[src/rtl/frame_boost_pkg.sv]
// Shared defaults for the line-rate boost clock block.
// Assumes: all widths below are used as parameter defaults by the top.
package frame_boost_pkg;
    localparam int unsigned PORCH_W_DEF   = 8;  // porch setting width
    localparam int unsigned DISP_W_DEF    = 7;  // display setting width
    localparam int unsigned CODE_W_DEF    = 3;  // divide code width
    localparam int unsigned DISP_STEP_LOG = 2;  // display lines per step = 4
endpackage

[src/rtl/blc_cfg_shadow.sv]
// Holds the frame settings stable for a whole frame and derives the frame
// length from them. Loads during reset and on the frame wrap pulse.
// Assumes: load is a single-cycle strobe aligned with a line pulse.
module blc_cfg_shadow #(
    parameter int unsigned PORCH_W  = 8,
    parameter int unsigned DISP_W   = 7,
    parameter int unsigned CODE_W   = 3,
    parameter int unsigned STEP_LOG = 2,
    parameter int unsigned LINE_W   = 10
) (
    input  logic               clk,
    input  logic               rst_n,
    input  logic               load,
    input  logic [PORCH_W-1:0] bp_in,
    input  logic [PORCH_W-1:0] fp_in,
    input  logic [DISP_W-1:0]  disp_in,
    input  logic [CODE_W-1:0]  code_in,
    output logic [LINE_W-1:0]  frame_len,
    output logic [CODE_W-1:0]  code_next
);
    logic [PORCH_W-1:0] bp_q;
    logic [PORCH_W-1:0] fp_q;
    logic [DISP_W-1:0]  disp_q;
    logic [CODE_W-1:0]  code_q;

    // Capture settings at reset and at each frame boundary.
    always_ff @(posedge clk) begin
        if (!rst_n || load) begin
            bp_q   <= bp_in;
            fp_q   <= fp_in;
            disp_q <= disp_in;
            code_q <= code_in;
        end
    end

    // Frame length from the held settings.
    always_comb begin
        frame_len = LINE_W'(bp_q) + LINE_W'(fp_q)
                  + ((LINE_W'(disp_q) + LINE_W'(1)) << STEP_LOG);
    end

    // Code that will be in force after this edge.
    always_comb begin
        code_next = load ? code_in : code_q;
    end
endmodule

[src/rtl/blc_line_counter.sv]
// Counts display lines within a frame and flags the wrap back to line 0.
// Assumes: frame_len is at least 1 and stays constant between wraps.
module blc_line_counter #(
    parameter int unsigned LINE_W = 10
) (
    input  logic              clk,
    input  logic              rst_n,
    input  logic              line_tick,
    input  logic [LINE_W-1:0] frame_len,
    output logic [LINE_W-1:0] line_num,
    output logic              wrap,
    output logic              frame_start
);
    logic [LINE_W-1:0] line_q;
    logic              at_last;

    // Detect the final line of the frame (>= guards any shrink).
    always_comb begin
        at_last = (line_q >= (frame_len - LINE_W'(1)));
        wrap    = line_tick && at_last;
    end

    // Advance the line count on each line pulse.
    always_ff @(posedge clk) begin
        if (!rst_n) begin
            line_q <= '0;
        end else if (line_tick) begin
            line_q <= at_last ? '0 : line_q + LINE_W'(1);
        end
    end

    // One-cycle flag marking the return to line 0.
    always_ff @(posedge clk) begin
        if (!rst_n) begin
            frame_start <= 1'b0;
        end else begin
            frame_start <= wrap;
        end
    end

    assign line_num = line_q;
endmodule

[src/rtl/blc_phase_div.sv]
// Divides the line rate by 2^code using a line-phase counter that restarts
// at each frame wrap. Output is high in the first half of each period.
// Assumes: code 0 is clamped to code 1 (half a line cannot be expressed).
module blc_phase_div #(
    parameter int unsigned CODE_W = 3
) (
    input  logic              clk,
    input  logic              rst_n,
    input  logic              line_tick,
    input  logic              wrap,
    input  logic [CODE_W-1:0] code_next,
    output logic              boost_clk
);
    localparam int unsigned NCODE   = 1 << CODE_W;
    localparam int unsigned PHASE_W = NCODE - 1;

    logic [PHASE_W-1:0] phase_q;
    logic [PHASE_W-1:0] phase_nxt;
    logic [NCODE-1:0]   lane;
    logic               boost_q;

    // Next phase: restart at the wrap, else step by one line.
    always_comb begin
        phase_nxt = wrap ? '0 : phase_q + PHASE_W'(1);
    end

    // One candidate output per code; code 0 shares the code 1 tap.
    generate
        for (genvar k = 0; k < NCODE; k++) begin : g_lane
            if (k == 0) begin : g_clamp
                assign lane[k] = ~phase_nxt[0];
            end else begin : g_tap
                assign lane[k] = ~phase_nxt[k-1];
            end
        end
    endgenerate

    // Phase counter advances only on line pulses.
    always_ff @(posedge clk) begin
        if (!rst_n) begin
            phase_q <= '0;
        end else if (line_tick) begin
            phase_q <= phase_nxt;
        end
    end

    // Registered output so the pump clock is glitch-free.
    always_ff @(posedge clk) begin
        if (!rst_n) begin
            boost_q <= 1'b1;
        end else if (line_tick) begin
            boost_q <= lane[code_next];
        end
    end

    assign boost_clk = boost_q;
endmodule

[src/rtl/frame_boost_clk.sv]
// Top of the frame-synchronized line-rate boost clock. Ties the settings
// holder, the frame line counter and the line-phase divider together.
// Assumes: line_tick is a single-cycle pulse, at most one per line.
module frame_boost_clk
    import frame_boost_pkg::*;
#(
    parameter int unsigned PORCH_W  = PORCH_W_DEF,
    parameter int unsigned DISP_W   = DISP_W_DEF,
    parameter int unsigned CODE_W   = CODE_W_DEF,
    parameter int unsigned STEP_LOG = DISP_STEP_LOG,
    parameter int unsigned LINE_W   = $clog2((2 << PORCH_W) + ((1 << DISP_W) << STEP_LOG))
) (
    input  logic               clk,
    input  logic               rst_n,
    input  logic               line_tick,
    input  logic [PORCH_W-1:0] bp_lines,
    input  logic [PORCH_W-1:0] fp_lines,
    input  logic [DISP_W-1:0]  disp_set,
    input  logic [CODE_W-1:0]  div_code,
    output logic               boost_clk,
    output logic [LINE_W-1:0]  line_num,
    output logic               frame_start
);
    logic [LINE_W-1:0] frame_len;
    logic [CODE_W-1:0] code_next;
    logic              wrap;

    blc_cfg_shadow #(
        .PORCH_W (PORCH_W),
        .DISP_W  (DISP_W),
        .CODE_W  (CODE_W),
        .STEP_LOG(STEP_LOG),
        .LINE_W  (LINE_W)
    ) u_cfg (
        .clk      (clk),
        .rst_n    (rst_n),
        .load     (wrap),
        .bp_in    (bp_lines),
        .fp_in    (fp_lines),
        .disp_in  (disp_set),
        .code_in  (div_code),
        .frame_len(frame_len),
        .code_next(code_next)
    );

    blc_line_counter #(
        .LINE_W(LINE_W)
    ) u_lines (
        .clk        (clk),
        .rst_n      (rst_n),
        .line_tick  (line_tick),
        .frame_len  (frame_len),
        .line_num   (line_num),
        .wrap       (wrap),
        .frame_start(frame_start)
    );

    blc_phase_div #(
        .CODE_W(CODE_W)
    ) u_div (
        .clk      (clk),
        .rst_n    (rst_n),
        .line_tick(line_tick),
        .wrap     (wrap),
        .code_next(code_next),
        .boost_clk(boost_clk)
    );
endmodule

[config.mk]
export PLATFORM = sky130hd
export DESIGN_NAME = frame_boost_clk
export DESIGN_NICKNAME = d
export VERILOG_FILES = /design/src/rtl/frame_boost_pkg.sv /design/src/rtl/blc_cfg_shadow.sv /design/src/rtl/blc_line_counter.sv /design/src/rtl/blc_phase_div.sv /design/src/rtl/frame_boost_clk.sv
export SDC_FILE = /design/constraint.sdc
export NUM_CORES = 1
export LEC_CHECK = 0
export BUFFER_PORTS_ARGS = -buffer_cell sky130_fd_sc_hd__buf_2
export CAP_MARGIN = 20
export CORE_MARGIN = 2
export CORE_UTILIZATION = 45
export DETAILED_ROUTE_END_ITERATION = 8
export PLACE_DENSITY_LB_ADDON = 0.08
export REMOVE_ABC_BUFFERS = 1
export SLEW_MARGIN = 20
export SYNTH_ARGS = -nofsm -noshare
export SYNTH_HDL_FRONTEND = slang
export SYNTH_HIERARCHICAL = 1
export SYNTH_SLANG_ARGS = --single-unit
[constraint.sdc]
create_clock -name clk -period 8.5 [get_ports clk]
set_input_delay 0.425 -clock clk [delete_from_list [all_inputs] [get_ports clk]]
set_output_delay 0.425 -clock clk [all_outputs]
set_load 0.1 [all_outputs]
# After elaboration in Yosys (flattened, before gate mapping)

Cells that the tools add are included.

Flip-flop bits (word level): 45
Input bits: 29
Output and inout port bits: 12
Word-level logic and storage cells: 31

$add $sub $neg: 6
Magnitude comparators: 2
Muxes and demuxes: 5
Bitwise operators: 7
Reduce and logical (&&, ||, !) cells: 3

Operators with widths:

| operator                                                                      | count |
|---|---|
| 10-bit by 1-bit adder with 10-bit output (second input constant)              | 1 |
| 10-bit adder                                                                  | 1 |
| 10-bit greater-or-equal comparator                                            | 1 |
| 10-bit 2-to-1 mux                                                             | 1 |
| 10-bit by 1-bit subtractor with 10-bit output (second input constant)         | 1 |
| 8-bit by 8-bit adder with 9-bit output                                        | 1 |
| 7-bit by 1-bit adder with 8-bit output (second input constant)                | 1 |
| 7-bit by 1-bit adder with 7-bit output (second input constant)                | 1 |
| 7-bit 2-to-1 mux                                                              | 1 |
| 1-bit inverter                                                                | 7 |
| 3-bit by 4-bit less-than comparator with 1-bit output (second input constant) | 1 |
| 1-bit binary-select mux with 3-bit select                                     | 1 |
| 3-bit 2-to-1 mux                                                              | 1 |
| 1-bit logical AND                                                             | 1 |
| 1-bit zero test                                                               | 1 |
| 1-bit logical OR                                                              | 1 |
| 1-bit 2-to-1 mux                                                              | 1 |

# Depth between registers and ports, before layout

Gate-level depths: netlist (run 1).

Depth after elaboration: 9
Mapped depth: 24
Mapped depth without buffers: 23

# By module

Netlist (run 1), hierarchy kept.

By module, submodules not included:

| module           | times used | cells each | area each (um2) | seq. area each (um2) |
|---|---|---|---|---|
| blc_cfg_shadow   | 1          | 96         | 1411.4          | 780.7 |
| blc_line_counter | 1          | 96         | 840.8           | 220.2 |
| blc_phase_div    | 1          | 74         | 568.0           | 160.2 |

# Worst setup path before layout (run 1)

OpenSTA, ideal clock, no wires.

Path type: reg-to-reg
Start: register u_cfg.disp_q[0]
End: register u_div.boost_q, in the netlist u_div/boost_clk
Setup time: 0.122 ns
Arrival: 5.739 ns
Data required time: 8.378 ns
Path slack: 2.639 ns
Stages on the path, launching flop included: 25
Path buffers: 1
Period minus slack after synthesis: 5.861 ns
Cell sequence: edfxtp_1 > ha_1 > xnor2_1 > fa_1 > inv_1 > ha_1 > a21oi_1 > nor2b_1 > a311oi_1 > xnor2_1 > nand2b_1 > or3_1 > nor3_2 > xnor2_1 > ha_1 > and4_1 > o311a_1 > a311oi_4 > nor2_1 > mux2_2 > clkbuf_1 > and3_1 > and3_1 > or4b_1 > o32a_1

Elaborated cells on any way between the ends: 16
Those cells by class: add/sub (3); order compare (1); mux (4); bitwise (7); reduce/logical (1)

RTL lines:

| item                                          | RTL line               | source |
|---|---|---|
| from (decl)                                   | blc_cfg_shadow.sv:23   | `logic [DISP_W-1:0] disp_q;` |
| from (signal assigned)                        | blc_cfg_shadow.sv:31   | `disp_q <= disp_in;` |
| 7-bit by 1-bit adder with 8-bit output        | blc_cfg_shadow.sv:39   | `+ ((LINE_W'(disp_q) + LINE_W'(1)) << STEP_LOG);` |
| 10-bit adder                                  | blc_cfg_shadow.sv:39   |  |
| via frame_len[6]                              | frame_boost_clk.sv:24  | `logic [LINE_W-1:0] frame_len;` |
| 10-bit by 1-bit subtractor with 10-bit output | blc_line_counter.sv:19 | `at_last = (line_q >= (frame_len - LINE_W'(1)));` |
| 10-bit greater-or-equal comparator            | blc_line_counter.sv:19 |  |
| 1-bit logical AND                             | blc_line_counter.sv:20 | `wrap = line_tick && at_last;` |
| via wrap                                      | frame_boost_clk.sv:26  | `logic wrap;` |
| 3-bit 2-to-1 mux                              | blc_cfg_shadow.sv:44   | `code_next = load ? code_in : code_q;` |
| via code_next[0]                              | frame_boost_clk.sv:25  | `logic [CODE_W-1:0] code_next;` |
| 1-bit binary-select mux with 3-bit select     | blc_phase_div.sv:52    | `boost_q <= lane[code_next];` |
| 1-bit 2-to-1 mux (not written as such)        | blc_phase_div.sv:52    |  |
| to (signal assigned)                          | blc_phase_div.sv:52    |  |
| to (decl)                                     | blc_phase_div.sv:20    | `logic boost_q;` |

The timed path passes the listed nets, and every way through them passes these cells. The select of a mux whose other input is x is not followed.
A chain may end at the register's enable or synchronous reset.

# Final worst setup path (run 1)

Same ends and word-level chain as after synthesis.

==> results of run 1 <==
kinds of logic (layout without fill, tap and decap cells):
| family | count (synthesis) | in the layout | share of synthesized area [%] |
|---|---|---|---|
| AO/OA/AOI/OAI | 49 | 49 | 13.2 |
| flip-flops | 45 | 45 | 41.2 |
| buffers and inverters | 21 | 66 | 3.11 |
| AND/OR/NAND/NOR | 89 | 89 | 17.0 |
| multiplexers | 3 | 3 | 1.20 |
| adder cells (fa/ha/maj) | 31 | 31 | 15.6 |
| XOR/XNOR | 28 | 28 | 8.70 |
per-stage QoR:
step / hold slack (ns) / std cells
2_1_floorplan: 0.466 / 262
3_3_place_gp: 0.503 / 378
3_5_place_dp: 0.509 / 378
4_1_cts: 0.280 / 386
5_1_grt: 0.279 / 386
6_report: 0.292 / 386
worst register-to-register path: cells and delay by family (launching register included):
family                   cells  cell delay (ns)
XOR/XNOR                     3             0.40
AND/OR/NAND/NOR              9             2.57
adder cells (fa/ha/maj)      4             1.40
multiplexers                 1             0.50
flip-flops                   1             0.44
buffers and inverters        1             0.04
AO/OA/AOI/OAI                5             1.17
flip-flops by register name, indices dropped and copies added (netlist names):
| name | cells |
|---|---|
| u_lines/line_num | 10 |
| u_div/boost_clk | 1 |
| u_cfg/bp_q | 8 |
| u_cfg/disp_q | 7 |
| u_lines/frame_start | 1 |
| u_cfg/fp_q | 8 |
| u_div/phase_q | 7 |
| u_cfg/code_q | 3 |
layout make-up:
class	count	area, um^2
fillers	555	2760
well taps	75	93.8
clock inverters	3	65.1
clock buffers	5	68.8
flip-flops and latches	45	1160
multi-input cells	200	1570
repair buffers	41	208
inverters	17	63.8
cells in the final DEF (no fill, tap or decap), types with 2 or more instances in the layout:
| cell type | count |
|---|---|
| buf_2 | 40 |
| nor2_1 | 26 |
| edfxtp_1 | 26 |
| ha_1 | 24 |
| dfxtp_1 | 19 |
| inv_1 | 17 |
| xnor2_1 | 16 |
| a21oi_1 | 13 |
| nand2_1 | 13 |
| xor2_1 | 12 |
| nand3_1 | 9 |
| o21ai_0 | 8 |
| and3_1 | 7 |
| fa_1 | 7 |
| nor2b_1 | 6 |
| clkbuf_8 | 5 |
| nand2b_1 | 5 |
| a22oi_1 | 4 |
| nand4_1 | 4 |
| mux2_2 | 3 |
| a21boi_1 | 3 |
| bufinv_16 | 2 |
| a21o_1 | 2 |
| a41o_1 | 2 |
| a311oi_1 | 2 |
| nor3_1 | 2 |
| a211o_1 | 2 |
| a31o_2 | 2 |
| and4_1 | 2 |
| and2_1 | 2 |
worst max-delay path by stage:
stage,from,endpoint,slack (ns),cells after the start
floorplan,u_cfg/disp_q[0],u_div/boost_clk,2.48,23
global placement,u_cfg/disp_q[0],u_div/boost_clk,2.08,23
detailed placement,u_cfg/disp_q[0],u_div/boost_clk,1.91,23
CTS,u_cfg/disp_q[0],u_div/boost_clk,1.89,23
global route,u_cfg/disp_q[0],u_div/boost_clk,1.37,23
finish,u_cfg/disp_q[0],u_div/boost_clk,1.88,23
where the power goes:
part           switching (W)  internal [W]  total [W]
logic               0.000100     0.0000762   0.000176
registers         0.00000699      0.000241   0.000248
clock network      0.0000787      0.000117   0.000195
total               0.000186      0.000433   0.000619
Yosys cell counts, drive strengths merged, types with 4 or more instances:
cell type / count
inv: 17
nand2: 13
fa: 7
o21ai: 10
edfxtp: 26
xnor2: 16
and3: 8
nand2b: 5
dfxtp: 19
a22oi: 4
ha: 24
nor2: 26
nand3: 9
nor2b: 6
a21oi: 13
xor2: 12
nand4: 4
layer usage:
layer	vias to the layer above	share of wire (%)	track usage (%)
li1	1046	-	-
met1	948	51	22.8
met2	31	45	24.7
met3	8	2.8	3.08
met4	0	1.3	4.92
met5	-	0	0
==> summary.md, run 1 <==
| Metric | Value |
|---|---|
| Syn Std Cell Area | `2820 um^2` |
| RSZ-0062 raised after global routing | `false` |
| Antenna violations before repair | `0` |
| Clock transition at path regs | `0.09 ns` |
| 1st-iter DRT viols | `80` |
| Final hold violation count | `0` |
| Worst hold path cell count | `1` |
| Hpwl dp | `4.00 mm` |
| Top_reg_cell synth | `edfxtp_1` |
| Antenna Nets Post-Route | `0` |
| R2r setup slk | `1.88 ns` |
| Slew @ Worst Pin | `0.900 ns` |
| Utilization after layout | `53.9%` |
| Yosys Warn Count | `6` |
| Placer Congestion | `0.785` |
| Peak supply drop | `0.0000854 V` |
| Post-route DRC | `0` |
| WP buf/inv | `1` |
| Power per cell area | `192 nW/um^2` |
| Synth Register Bits | `45` |
| Initial Util | `47.1%` |
| Final setup TNS | `0 ns` |
| Max Clk Rate | `151 MHz` |
| Final Worst Setup Slack | `1.88 ns` |
| GR Util All Layers | `16.0%` |
| Critical Path Sink Type | `flip-flop` |
| CP startpoint kind | `flip-flop` |
| TritonCTS clock tree | `built` |
| Lkg Pwr | `1.39 nW` |
| Vias | `2033` |
| Run status | `finished clean` |
| CP max stage cell | `nor2_1` |
| CP Class | `reg2reg` |
| Min Tclk post-route | `6.62 ns` |
| Buffer count from post-CTS setup fixing | `0` |
| Share of the synthesized area in the top cell type | `27.7%` |
| Root Driver | `clkbuf_8` |
| Reg2reg path depth | `23` |
| Max incr delay on CP | `0.71 ns` |
| Slew Viols, Final | `0` |
| Synth top area cells | `edfxtp_1, dfxtp_1, ha_1` |
| Sink of the worst hold path | `u_cfg/fp_q[5]` |
| WL final | `5.30 mm` |
| Clock buffer depth | `2` |
| DIE HEIGHT | `83.2 um` |
| Relative slew slack | `39.8%` |
| Max capacitance violation total | `0` |
| Crit-path cells | `ha_1 > xnor2_1 > fa_1 > inv_1 > ha_1 > a21oi_1 > nor2b_1 > a311oi_1 > xnor2_1 > nand2b_1 > or3_1 > nor3_2 > xnor2_1 > ha_1 > and4_1 > o311a_1 > a311oi_4 > nor2_1 > mux2_2 > and3_1 > and3_1 > or4b_1 > o32a_1` |
| Register area share after synthesis | `41.2%` |
| Critical Path RT | `8.70 ns` |
| Pre-CTS setup slack | `1.91 ns` |
| IO Port Bufs | `40` |
| Final setup violation count | `0` |
| Final Power | `0.000619 W` |
| Area leader, netlist | `edfxtp_1` |
| CTS resizes | `0` |
| RR Endpoint | `u_div/boost_clk` |
| Design area | `3230 um^2` |
| Fin crit share | `77.8%` |
| Ports | `41` |
| Post-Place Cell Area | `3100 um^2` |
| Area Overhead vs Synth | `14.6%` |
| Via-to-Cell Ratio | `5.27` |
| Post-synth EDFFs | `26` |
| Critical R2R Launch | `u_cfg/disp_q[0]` |
| H-tree depth | `2` |
| Async S/R FF share, synth | `0%` |
| CTS buffer count | `5` |
| Router iterations before antenna repair | `4` |
| Layout cell share with drive strength beyond 1 | `20.6%` |
| Nets | `370` |
| Mapped Cells | `266` |
| Arr. time, crit path | `6.82 ns` |
| Width of the die | `83.2 um` |
| # hold bufs at CTS | `0` |
| GRT overflow | `0` |
| Syn avg cell area | `10.6 um^2` |
| # diodes | `0` |
| Std cell rows | `28` |
| Largest net degree at the start of global routing | `27` |
| Avg WL per Cell | `13.7 um` |
| CP Max Fanout | `15` |
| Vias in the first global route | `1935` |
| Placeable core area | `5990 um^2` |
| Top Family by Delay on Critical Path | `simple AND/OR/NAND/NOR gates` |
| Hold/Removal Path Class | `in2reg` |
| Die area | `6920 um^2` |
| Clk Latency, worst-skew pair | `0.30 ns` |
| Hold Crit Start | `fp_lines[5]` |
| Unique cell type count in the Yosys netlist | `54` |
| First-pass GRT wire length | `9.08 mm` |
| CTS sink cnt | `45` |
| Worst Clk Skew | `0.00758 ns` |
Note: power is estimated with default switching activity, not from simulation.
==> run 2: changes to the inputs <==
ABC_AREA = 1   (was unset)
clock period = 6.3 ns   (was 8.5 ns; I/O delays follow)
==> summary.md, run 2 <==
| Metric | Value |
|---|---|
| Met2 GRT Util | `24.3% (-0.39 points)` |
| Peak supply drop | `0.000158 V (+86%)` |
| Most Crowded Layer GR | `met2` |
| Clock transition at path regs | `0.09 ns (about the same)` |
| GR Layer Usage met1 | `21.0% (-1.8 points)` |
| Worst hold path cell count | `1 (unchanged)` |
| Final hold violation count | `0 (unchanged)` |
| IO Port Bufs | `40 (unchanged)` |
| Sink of the worst hold path | `u_cfg/disp_q[5]` |
| GR Util All Layers | `15.4% (-0.63 points)` |
| Vias | `2243 (+10%)` |
| Most frequent cells after synthesis | `nand2_1, inv_1, nor2_1` |
| Die area | `7120 um^2 (+2.9%)` |
| Run status | `finished clean` |
| Antenna violations before repair | `0 (unchanged)` |
| Met3 Use GR | `3.83% (+0.75 points)` |
| Slew @ Worst Pin | `1.04 ns (+0.137 ns)` |
| Ports | `41 (unchanged)` |
| Critical Path Sink Type | `flip-flop` |
| Max capacitance violation total | `0 (unchanged)` |
| Final setup violation count | `0 (unchanged)` |
| Post-synth EDFFs | `26 (unchanged)` |
| Synth Register Bits | `45 (unchanged)` |
| Cell mode on critical path | `nand2_1` |
| Commonest cells after routing, fill and taps aside | `nand2_1, inv_1, buf_2, nor2_1, edfxtp_1` |
| Area leader, netlist | `edfxtp_1` |
| Reg2reg path depth | `23 (unchanged)` |
| Worst Clk Skew | `0.00962 ns (+0.00204 ns)` |
| R2r setup slk | `1.43 ns (-0.45 ns)` |
| First-pass GRT wire length | `8.88 mm (-2.2%)` |
| Hpwl dp | `4.08 mm (+2.1%)` |
| Crit path depth | `23 (unchanged)` |
| Critical R2R Launch | `u_cfg/disp_q[0]` |
| P_int | `0.000544 W (+25%)` |
| Final Worst Setup Slack | `1.43 ns (-0.452 ns)` |
| WP buf/inv | `4 (+3)` |
| Syn avg cell area | `8.28 um^2 (-22%)` |
| Max FFs per register | `10 (unchanged)` |
| CTS resizes | `0 (unchanged)` |
| Sequential power share | `41.7% (+1.7 points)` |
| Max Clk Rate | `205 MHz (+36%)` |
| Lkg Pwr | `1.64 nW (+18%)` |
| Initial Util | `46.0% (-1.0 points)` |
| Placer Congestion | `0.776 (-1.1%)` |
| Utilization after layout | `52.5% (-1.5 points)` |
| Arr. time, crit path | `4.79 ns (-2.03 ns)` |
| Critical Path RT | `6.22 ns (-2.48 ns)` |
| # hold bufs at CTS | `0 (unchanged)` |
| Most common cell in the synthesized netlist | `nand2_1` |
| CP Class | `reg2reg` |
| Pre-CTS setup slack | `1.43 ns (-0.471 ns)` |
| Hold/Removal Path Class | `in2reg` |
| # diodes | `0 (unchanged)` |
| Yosys Warn Count | `6 (unchanged)` |
| Area Overhead vs Synth | `14.0%` |
| Final setup TNS | `0 ns (unchanged)` |
| Placeable core area | `6310 um^2 (+5.4%)` |
| Synth top area cells | `edfxtp_1, dfxtp_1, nand2_1` |
| Router iterations before antenna repair | `4 (unchanged)` |
| CTS buffer count | `5 (unchanged)` |
| Clk network pwr share | `27.2% (-4.3 points)` |
| Syn Std Cell Area | `2910 um^2 (+3.1%)` |
| WL final | `5.11 mm (-3.7%)` |
| Top_reg_cell synth | `edfxtp_1` |
| Std cell rows | `29 (+3.6%)` |
| Relative slew slack | `30.7% (-9.1 points)` |
| Post-route DRC | `0 (unchanged)` |
| CP Max Fanout | `26 (+11)` |
| Layout cell share with drive strength beyond 1 | `16.1% (-4.5 points)` |
| DIE HEIGHT | `84.4 um (+1.4%)` |
| Mapped Cells | `351 (+32%)` |
| Most common cell after layout, fill and taps aside | `nand2_1` |
| Max incr delay on CP | `0.77 ns (+0.06 ns)` |
| Hold Crit Start | `disp_set[5]` |
| H-tree depth | `2 (unchanged)` |
| Top Family by Delay on Critical Path | `simple AND/OR/NAND/NOR gates` |
| Unique cell type count in the Yosys netlist | `30 (-44%)` |
| TritonCTS clock tree | `built` |
| RR Endpoint | `u_cfg/bp_q[3]` |
| Via-to-Cell Ratio | `4.72 (-10%)` |
| Vias in the first global route | `2085 (+7.8%)` |
| CP max stage cell | `nand2_1` |
| Crit-path cells | `ha_1 > fa_1 > ha_1 > or2_1 > nand3b_1 > nand2_1 > nand2_1 > nand2_1 > inv_1 > nand2_1 > nor2_1 > nand4_1 > nand2_1 > inv_1 > ha_1 > nand2_1 > nor2_1 > nand3_1 > nand3_1 > nand2_1 > inv_1 > inv_1 > nand2_1` |
| Non-filler cells, final | `475 (+23%)` |
| Total net switching power | `0.000267 W (+44%)` |
| Share of the synthesized area in the top cell type | `26.9% (-0.82 points)` |
| Post-placement cell count | `467 (+24%)` |
| Fin crit share | `77.3% (-0.57 points)` |
| Comb pwr share | `31.1% (+2.6 points)` |
| Async S/R FF share, synth | `0% (unchanged)` |
| Register area share after synthesis | `39.9% (-1.2 points)` |
| CTS sink cnt | `45 (unchanged)` |
| Clk Latency, worst-skew pair | `0.30 ns (about the same)` |
| Slew Viols, Final | `0 (unchanged)` |
| Largest net degree at the start of global routing | `27 (unchanged)` |
| Nets | `457 (+24%)` |
| Buffer count from post-CTS setup fixing | `0 (unchanged)` |
| GRT overflow | `0 (unchanged)` |
| Antenna Nets Post-Route | `0 (unchanged)` |
| 1st-iter DRT viols | `100 (+25%)` |
| Root Driver | `clkbuf_8` |
| Power per cell area | `244 nW/um^2 (+28%)` |
| Min Tclk post-route | `4.87 ns (-1.75 ns)` |
| CP startpoint kind | `flip-flop` |
| Switching Share | `32.9% (+2.9 points)` |
| Width of the die | `84.4 um (+1.4%)` |
| Avg WL per Cell | `10.7 um (-22%)` |
| RSZ-0062 raised after global routing | `false` |
| Clock buffer depth | `2 (unchanged)` |
-- run 2: cell types whose count changed in the layout (fill, tap and decap cells not counted), moves of 7 or more --
cell | previous run | this run
and3_1 | 7 | 0
inv_1 | 17 | 58
nand2_1 | 13 | 92
nand3_1 | 9 | 21
nor2_1 | 26 | 33
xnor2_1 | 16 | 9
-- run 2: cell families after synthesis --
group | share of synthesized area (%)
buffers and inverters | 7.75
AO/OA/AOI/OAI | 4.18
flip-flops | 39.9
XOR/XNOR | 6.03
AND/OR/NAND/NOR | 26.6
multiplexers | 0.344
adder cells (fa/ha/maj) | 15.2
-- run 2: final cells by class --
class	count	area, um^2
well taps	77	96.3
fillers	615	3000
flip-flops and latches	45	1160
multi-input cells	246	1520
repair buffers	40	200
clock buffers	5	68.8
clock inverters	3	46.3
inverters	59	221
-- run 2: layer usage --
| layer | wire (um) | share of wire (%) | vias to the layer above |
|---|---|---|---|
| met5 | 0 | 0 | - |
| met4 | 65 | 1.3 | 0 |
| met3 | 219 | 4.3 | 7 |
| met2 | 2180 | 43 | 34 |
| met1 | 2640 | 52 | 992 |
| li1 | - | - | 1210 |
-- run 2: power groups by stage --
stage,Sequential [W],Clock [W],Combinational (W)
global placement,0.000344,0,0.000252
finish,0.000338,0.000221,0.000252
global route,0.000340,0.000241,0.000298
detailed placement,0.000345,0,0.000255
CTS,0.000338,0.000228,0.000257
floorplan,0.000356,0,0.000191
-- run 2: stage by stage --
| stage | instance area [um^2] | hold slack, ns | power, W |
|---|---|---|---|
| after floorplan | 2900 | 0.408 | 0.000546 |
| after global placement | 3200 | 0.453 | 0.000597 |
| after detailed placement | 3200 | 0.460 | 0.000600 |
| after CTS | 3310 | 0.172 | 0.000823 |
| after global routing | 3310 | 0.159 | 0.000879 |
| final | 3310 | 0.182 | 0.000810 |
-- run 2: how the worst max path moves through the flow --
stage / start / end / slack [ns]
2_1_floorplan: u_cfg/disp_q[0] / u_cfg/bp_q[0] / 1.92
3_3_place_gp: u_cfg/disp_q[0] / u_cfg/bp_q[7] / 1.50
3_5_place_dp: u_cfg/disp_q[0] / u_cfg/bp_q[7] / 1.43
4_1_cts: u_cfg/disp_q[0] / u_cfg/disp_q[6] / 1.41
5_1_grt: u_cfg/disp_q[0] / u_cfg/disp_q[6] / 0.92
6_report: u_cfg/disp_q[0] / u_cfg/bp_q[3] / 1.43
